## src/rtl/fbp_pkg.sv

```systemverilog
package fbp_pkg;
    typedef enum logic [1:0] {
        ST_IDLE,
        ST_ISSUE,
        ST_WAIT,
        ST_DONE
    } fbp_state_e;

    typedef enum logic [1:0] {
        VD_AGAIN,
        VD_IDLE,
        VD_FAULT,
        VD_EXPIRED
    } fbp_verdict_e;

    localparam logic [7:0] EXPIRED_CODE = 8'hFF;
endpackage

```

## src/rtl/fbp_deadline.sv

```systemverilog
module fbp_deadline #(
    parameter int W = 16
) (
    input  logic         clk,
    input  logic         rst_n,
    input  logic         load,
    input  logic [W-1:0] load_val,
    input  logic         run,
    output logic         expired
);
    logic [W-1:0] remain;

    always_ff @(posedge clk) begin
        if (!rst_n) begin
            remain <= '0;
        end else if (load) begin
            remain <= load_val;
        end else if (run && remain != '0) begin
            remain <= remain - 1'b1;
        end
    end

    assign expired = (remain == '0);
endmodule

```

## src/rtl/fbp_status_eval.sv

```systemverilog
module fbp_status_eval
    import fbp_pkg::*;
#(
    parameter int BUSY_BIT = 0,
    parameter int PERR_BIT = 6,
    parameter int EERR_BIT = 5
) (
    input  logic [7:0]   status,
    input  logic         chk_en,
    input  logic         last_try,
    output fbp_verdict_e verdict
);
    localparam logic [7:0] ERR_MASK = (8'h01 << PERR_BIT) | (8'h01 << EERR_BIT);

    always_comb begin
        if (!status[BUSY_BIT]) begin
            verdict = VD_IDLE;
        end else if (chk_en && ((status & ERR_MASK) != 8'h00)) begin
            verdict = VD_FAULT;
        end else if (last_try) begin
            verdict = VD_EXPIRED;
        end else begin
            verdict = VD_AGAIN;
        end
    end
endmodule

```

## src/rtl/flash_busy_poll.sv

```systemverilog
module flash_busy_poll
    import fbp_pkg::*;
#(
    parameter int         TMO_W    = 16,
    parameter int         PERR_BIT = 6,
    parameter int         EERR_BIT = 5,
    parameter logic [7:0] OPCODE   = 8'h05,
    parameter int         CMD_CYC  = 8,
    parameter int         RD_BYTES = 4,
    parameter int         CYC_W    = 4,
    parameter int         BYTE_W   = 3
) (
    input  logic              clk,
    input  logic              rst_n,
    input  logic              start,
    input  logic              err_chk_en,
    input  logic [TMO_W-1:0]  tmo_max,
    output logic              rq_launch,
    output logic [7:0]        rq_opcode,
    output logic [CYC_W-1:0]  rq_cmd_cycles,
    output logic [BYTE_W-1:0] rq_rd_bytes,
    input  logic              rs_valid,
    input  logic [7:0]        rs_status,
    output logic              done,
    output logic [7:0]        result,
    output logic              timed_out,
    output logic              busy
);
    localparam int BUSY_BIT = 0;

    fbp_state_e   state, state_nxt;
    fbp_verdict_e verdict;
    logic         expired;
    logic         last_try;
    logic         accept;
    logic         decide;

    assign accept = (state == ST_IDLE) && start;
    assign decide = (state == ST_WAIT) && rs_valid;

    fbp_deadline #(.W(TMO_W)) u_deadline (
        .clk      (clk),
        .rst_n    (rst_n),
        .load     (accept),
        .load_val (tmo_max),
        .run      ((state == ST_ISSUE) || (state == ST_WAIT)),
        .expired  (expired)
    );

    fbp_status_eval #(
        .BUSY_BIT (BUSY_BIT),
        .PERR_BIT (PERR_BIT),
        .EERR_BIT (EERR_BIT)
    ) u_eval (
        .status   (rs_status),
        .chk_en   (err_chk_en),
        .last_try (last_try),
        .verdict  (verdict)
    );

    always_comb begin
        state_nxt = state;
        unique case (state)
            ST_IDLE:  if (start) state_nxt = ST_ISSUE;
            ST_ISSUE: state_nxt = ST_WAIT;
            ST_WAIT:  if (rs_valid) state_nxt = (verdict == VD_AGAIN) ? ST_ISSUE : ST_DONE;
            ST_DONE:  state_nxt = ST_IDLE;
            default:  state_nxt = ST_IDLE;
        endcase
    end

    always_ff @(posedge clk) begin
        if (!rst_n) begin
            state     <= ST_IDLE;
            last_try  <= 1'b0;
            result    <= 8'h00;
            timed_out <= 1'b0;
        end else begin
            state <= state_nxt;
            if (state == ST_ISSUE) begin
                last_try <= expired;
            end
            if (decide && verdict != VD_AGAIN) begin
                unique case (verdict)
                    VD_IDLE:    result <= 8'h00;
                    VD_FAULT:   result <= rs_status;
                    VD_EXPIRED: result <= EXPIRED_CODE;
                    default:    result <= 8'h00;
                endcase
                timed_out <= (verdict == VD_EXPIRED);
            end
        end
    end

    always_comb begin
        rq_launch     = (state == ST_ISSUE);
        done          = (state == ST_DONE);
        busy          = (state != ST_IDLE);
        rq_opcode     = OPCODE;
        rq_cmd_cycles = CYC_W'(CMD_CYC);
        rq_rd_bytes   = BYTE_W'(RD_BYTES);
    end
endmodule

```

## config.mk

```make
export PLATFORM = sky130hd
export DESIGN_NAME = flash_busy_poll
export DESIGN_NICKNAME = d
export VERILOG_FILES = /design/src/rtl/fbp_pkg.sv /design/src/rtl/fbp_deadline.sv /design/src/rtl/fbp_status_eval.sv /design/src/rtl/flash_busy_poll.sv
export SDC_FILE = /design/constraint.sdc
export NUM_CORES = 1
export LEC_CHECK = 0
export BUFFER_PORTS_ARGS = -buffer_cell sky130_fd_sc_hd__clkbuf_2
export CORE_ASPECT_RATIO = 0.6
export CORE_MARGIN = 10
export CORE_UTILIZATION = 50
export CTS_CLUSTER_SIZE = 28
export DETAILED_ROUTE_END_ITERATION = 10
export PLACE_DENSITY = 0.79
export SLEW_MARGIN = 0
export SYNTH_ARGS = -nofsm -noshare
export SYNTH_HDL_FRONTEND = slang
export SYNTH_SLANG_ARGS = --single-unit
```

## constraint.sdc

```tcl
create_clock -name clk -period 2.5 [get_ports clk]
set_input_delay 0.25 -clock clk [delete_from_list [all_inputs] [get_ports clk]]
set_output_delay 0.25 -clock clk [all_outputs]
set_load 0.03 [all_outputs]
```

==> results of run 1 <==
where the power goes:
group          total (mW)  switching (mW)  internal [mW]
sequential          0.630           0.108          0.523
clock               0.361           0.147          0.214
combinational       0.683           0.425          0.258
layout make-up:
| cell class | instances | area [sq um] |
|---|---|---|
| sequential | 28 | 561 |
| timing repair buffer | 42 | 215 |
| fill | 304 | 1320 |
| inverter | 11 | 41.3 |
| tap | 45 | 56.3 |
| clock buffer | 3 | 41.3 |
| multi-input combinational | 158 | 1010 |
| clock inverter | 1 | 30.0 |
cells in the final DEF, fill, tap and decap left out, types with 6 or more instances in the layout:
cell type,synthesis,routed
o21ai_0,16,16
o31ai_1,6,6
a21oi_1,10,10
a311oi_1,6,6
conb_1,2,15
clkbuf_2,0,40
dfxtp_1,28,28
inv_1,11,11
ha_1,6,6
nor2_1,14,14
nand2_1,15,15
a31oi_1,10,10
o211ai_1,8,8
synthesized netlist by cell type, drive strengths merged, types with 2 or more instances:
cell type	number
a21oi	10
a311oi	6
a31oi	10
and2	2
and4	2
buf	17
clkbuf	9
conb	2
dfxtp	28
ha	6
inv	11
nand2	15
nand3	4
nand4	2
nor2	14
nor3	4
nor4	5
o211ai	8
o21ai	16
o31a	3
o31ai	6
or3	6
or4	6
critical path: cells and delay by family (launching register included):
kind                       cells  cell delay [ns]
adders and majority gates      1             0.37
AOI/OAI and AO/OA              2             0.40
buffers and inverters          1             0.11
DFF                            1             0.41
and+or+nand+nor                2             0.87
flip-flops by register name (all words and copies together) (netlist names):
name and count:
result 8, state 2, u_deadline.remain 16, timed_out 1, last_try 1
layer usage:
layer | routed length (um) | vias up
li1 | - | 822
met1 | 2130 | 775
met2 | 1970 | 68
met3 | 375 | 6
met4 | 66 | 0
met5 | 0 | -
cells by family (layout without fill, tap and decap cells):
family	count (synthesis)	count (layout)	synth area share
buffers and inverters	37	57	0.115
other	2	15	0.00436
multiplexers	1	1	0.00581
AO/OA/AOI/OAI	66	66	0.253
adder cells (fa/ha/maj)	6	6	0.0435
AND/OR/NAND/NOR	70	70	0.254
flip-flops	28	28	0.325
worst paths after layout:
kind | depth (start not counted) | slack [ns] | from | end
max | 6 | 0.24 | state[1]$_SDFFE_PN0P_ | u_deadline.remain[5]$_SDFFE_PN0P_
min | 3 | 0.23 | tmo_max[0] | u_deadline.remain[0]$_SDFFE_PN0P_
max reg2reg | 6 | 0.24 | state[1]$_SDFFE_PN0P_ | u_deadline.remain[5]$_SDFFE_PN0P_
min reg2reg | 2 | 0.46 | result[3]$_SDFFE_PN0P_ | result[3]$_SDFFE_PN0P_
==> impl_metrics.yaml, run 1 <==
placed_design:
  place_area_sq_mm: 0.00189
  placed_cells: 284
  port_buffers: 40
  gp_congestion: 0.951
  dp_slack_ns: 0.263
  dpl.hpwl_um: 3630
floorplan:
  die_height_um: 65.5
  initial_core_util: 0.525
  die_area_sq_mm: 0.00627
  io-pin-count: 56
  core_area_sq_mm: 0.00328
  rows: 16
  die_w_um: 95.8
global_routing:
  antenna_found_initial: 0
  grt_max_degree: 17
  met3_usage: 0.0363
  grt_pass1_wl_um: 7310
  grtUsageMet2: 0.203
  use_met1: 0.196
  grt_usage: 0.140
  grt-ovfl-total: 0
  grt_pass1_vias: 1555
  top_usage_layer: "met2"
yosys:
  ys.flop_type: "dfxtp_1"
  yosys.area.top_type: "dfxtp_1"
  avgSynthCellArea_sq_um: 8.21
  synth_top_area_share: 0.325
  yosysUniqueCellTypes: 47
  synth_edf_count: 0
  syn_inst: 210
  async_reset_ff_frac: 0
  seq_area_frac_synth: 0.325
  yosysWarningCount: 0
  synthTopCellsByArea: "dfxtp_1, buf_4, o21ai_0"
  syn_area_sq_mm: 0.00172
  ys_ff_latch: 28
timing:
  final.setup.tns_ns: 0
  setup_violations: 0
  worstMarginPinSlew_ns: 0.697
  finalCritPeriodShare: 0.906
  max_freq_mhz: 442
  hold_viol_final: 0
  slew_headroom: 0.533
  hold_ws_ns: 0.234
  worst_slack_ns: 0.236
  period_needed_ns: 2.26
  rsz0062_at_grt: "no"
  clock_skew_ns: 0.00438
  slew_violations: 0
setup_path:
  critPathMaxFanout: 7
  slowest_stage: "or3b_1"
  cp.required_ns: 2.67
  end_kind: "register"
  worst_setup_path_start_kind: "register"
  arrival_ns: 2.44
  cp_slowest_stage_delay_ns: 0.49
  crit_type: "reg -> reg"
  worstPathCellList: "inv_1 > ha_1 > or3b_1 > or3_1 > o21a_1 > o31a_1"
final_layout:
  antenna_cells: 0
  fin_util: 0.597
  area_growth_pct: 13.6
  drive_above_1_share: 0.243
  final_area_sq_mm: 0.00196
  fin_cells: 288
  nets: 279
clock_network:
  cts-root-buf: "clkbuf_8"
  cts_tree: "done"
  cts_buffers: 3
  cts_htree_levels: 1
  cts_resized: 0
  cts_sinks: 28
  cts_buffer_depth: 2
  clk_latency_ns: 0.28
  cts_hold_buffers: 0
  post-cts-setup-buffers: 0
  clkTransAtPathRegs_ns: 0.10
routing:
  drt-initial-drc-count: 117
  routed_wl_um: 4540
  wl_per_cell_um: 15.8
  vias: 1671
  drt_drc_violations_left: 0
  viasPerCell: 5.80
  ant_nets: 0
  dr.pass1.iters: 4
power:
  ir_drop_v: 0.000427
  total_power_mw: 1.67
  p_leak_nw: 0.792
  p_per_area_mw_per_mm2: 855
min_path:
  hold_path.class: "in -> reg"
status:
  status: "finished, final reports clean"
run:
  maxCapViolCount: 0
Power figures use the tool's default switching activity.
==> run 2: changes to the inputs <==
--- a/config.mk
+++ b/config.mk
@@ -11,6 +11,7 @@
 export CORE_UTILIZATION = 50
 export CTS_CLUSTER_SIZE = 28
 export DETAILED_ROUTE_END_ITERATION = 10
+export MAX_ROUTING_LAYER = met4
 export PLACE_DENSITY = 0.79
 export SLEW_MARGIN = 0
 export SYNTH_ARGS = -nofsm -noshare
==> impl_metrics.yaml, run 2 (synthesis results as in run 1) <==
clock_network:
  cts_hold_buffers: 0
  clk_latency_ns: 0.27
  cts_htree_levels: 1
  post-cts-setup-buffers: 0
  cts_resized: 0
  clkTransAtPathRegs_ns: 0.09
  cts-root-buf: "clkbuf_8"
  cts_buffers: 3
  cts_buffer_depth: 2
  cts_tree: "done"
  cts_sinks: 28
setup_path:
  arrival_ns: 2.43
  ff2ff_setup_slack_ns: 0.24
  cp.required_ns: 2.67
  worst_setup_path_start_kind: "register"
  end_kind: "register"
  r2r-end: "u_deadline.remain[5]$_SDFFE_PN0P_"
  startpoint: "state[1]$_SDFFE_PN0P_"
  r2r.worst_path.cells: 6
  critPathMaxFanout: 7
  crit_type: "reg -> reg"
  timing.rr.start: "state[1]$_SDFFE_PN0P_"
final_layout:
  regMostFlops: "u_deadline.remain"
  area_growth_pct: 12.7
  final_common_cell: "clkbuf_2"
  antenna_cells: 0
  final_cell_mix: "clkbuf_2, dfxtp_1, o21ai_0"
  top_regs: "u_deadline.remain x16, result x8, state x2"
  drive_above_1_share: 0.243
  fin_util: 0.592
  largest_reg_flops: 16
  nets: 279
  fin_cells: 288
timing:
  slew_violations: 0
  max_freq_mhz: 443
  slew_headroom: 0.579
  hold_viol_final: 0
  rsz0062_at_grt: "no"
  finalCritPeriodShare: 0.903
  clock_skew_ns: 0.00333
  final.setup.tns_ns: 0
  worstMarginPinSlew_ns: 0.625
  setup_violations: 0
  hold_ws_ns: 0.229
  period_needed_ns: 2.26
global_routing:
  grt-ovfl-total: 0
  grt_pass1_wl_um: 6980
  grt_max_degree: 19
  grt_pass1_vias: 1434
  grt_usage: 0.139
  antenna_found_initial: 0
floorplan:
  die_height_um: 65.5
  core_area_sq_mm: 0.00328
  io-pin-count: 56
  initial_core_util: 0.525
  die_w_um: 95.8
  die_area_sq_mm: 0.00627
  rows: 16
routing:
  dr.pass1.iters: 4
  drt_drc_violations_left: 0
  routed_wl_um: 4310
  vias: 1649
  viasPerCell: 5.73
  ant_nets: 0
  wl_per_cell_um: 15.0
  drt-initial-drc-count: 138
placed_design:
  port_buffers: 40
  gp_congestion: 0.959
  placed_cells: 284
  dpl.hpwl_um: 3430
power:
  pwr-share-clk: 0.174
  internal_power_uw: 921
  ir_drop_v: 0.000458
  power_frac_seq: 0.396
  p_sw_frac: 0.418
  p_sw_uw: 661
  total_power_mw: 1.58
  p_comb_frac: 0.430
  p_per_area_mw_per_mm2: 814
  p_leak_nw: 0.785
min_path:
  hp-start: "tmo_max[1]"
  hold_path.class: "in -> reg"
  hold-path-cell-count: 3
  hold_end: "u_deadline.remain[1]$_SDFFE_PN0P_"
status:
  status: "finished, final reports clean"
run:
  maxCapViolCount: 0
run 2: cell types whose count changed in the layout (fill, tap and decap cells not counted), sizes merged:
cell / change
bufinv: -1
clkbuf: +1
run 2: power by group through the flow:
stage / Sequential [mW] / Combinational (mW) / Clock [mW]
after floorplan: 0.610 / 0.549 / 0
after global placement: 0.630 / 0.656 / 0
after detailed placement: 0.633 / 0.668 / 0
after CTS: 0.623 / 0.674 / 0.287
after global routing: 0.636 / 0.758 / 0.299
final: 0.626 / 0.680 / 0.276
run 2: worst max-delay path by stage:
stage / end
after floorplan: u_deadline.remain[5]$_SDFFE_PN0P_
after global placement: u_deadline.remain[5]$_SDFFE_PN0P_
after detailed placement: u_deadline.remain[5]$_SDFFE_PN0P_
after CTS: u_deadline.remain[5]$_SDFFE_PN0P_
after global routing: u_deadline.remain[5]$_SDFFE_PN0P_
final: u_deadline.remain[5]$_SDFFE_PN0P_
run 2: per-layer routing:
| layer | wire (um) | up-vias | track usage |
|---|---|---|---|
| li1 | - | 824 | - |
| met4 | 60 | 0 | 0.0440 |
| met3 | 321 | 6 | 0.0317 |
| met5 | 0 | - | - |
| met2 | 1810 | 58 | 0.189 |
| met1 | 2120 | 761 | 0.196 |
run 2: final cells by class:
class | instances | area [sq um]
Multi-Input combinational cell | 158 | 1010
Fill cell | 319 | 1340
Sequential cell | 28 | 561
Timing Repair Buffer | 42 | 215
Clock buffer | 4 | 55.1
Inverter | 11 | 41.3
Tap cell | 45 | 56.3
run 2: worst max-delay path, cell delays in order (launching register included):
cell and delay, ns:
dfxtp_1 0.41, inv_1 0.11, ha_1 0.37, or3b_1 0.48, or3_1 0.36, o21a_1 0.18
o31a_1 0.23
run 2: through the flow:
step | setup WS, ns | area [sq um]
after floorplan | 0.422 | 1770
after detailed placement | 0.269 | 1890
final | 0.242 | 1940
after global routing | 0.126 | 1940
after CTS | 0.260 | 1940
after global placement | 0.361 | 1890
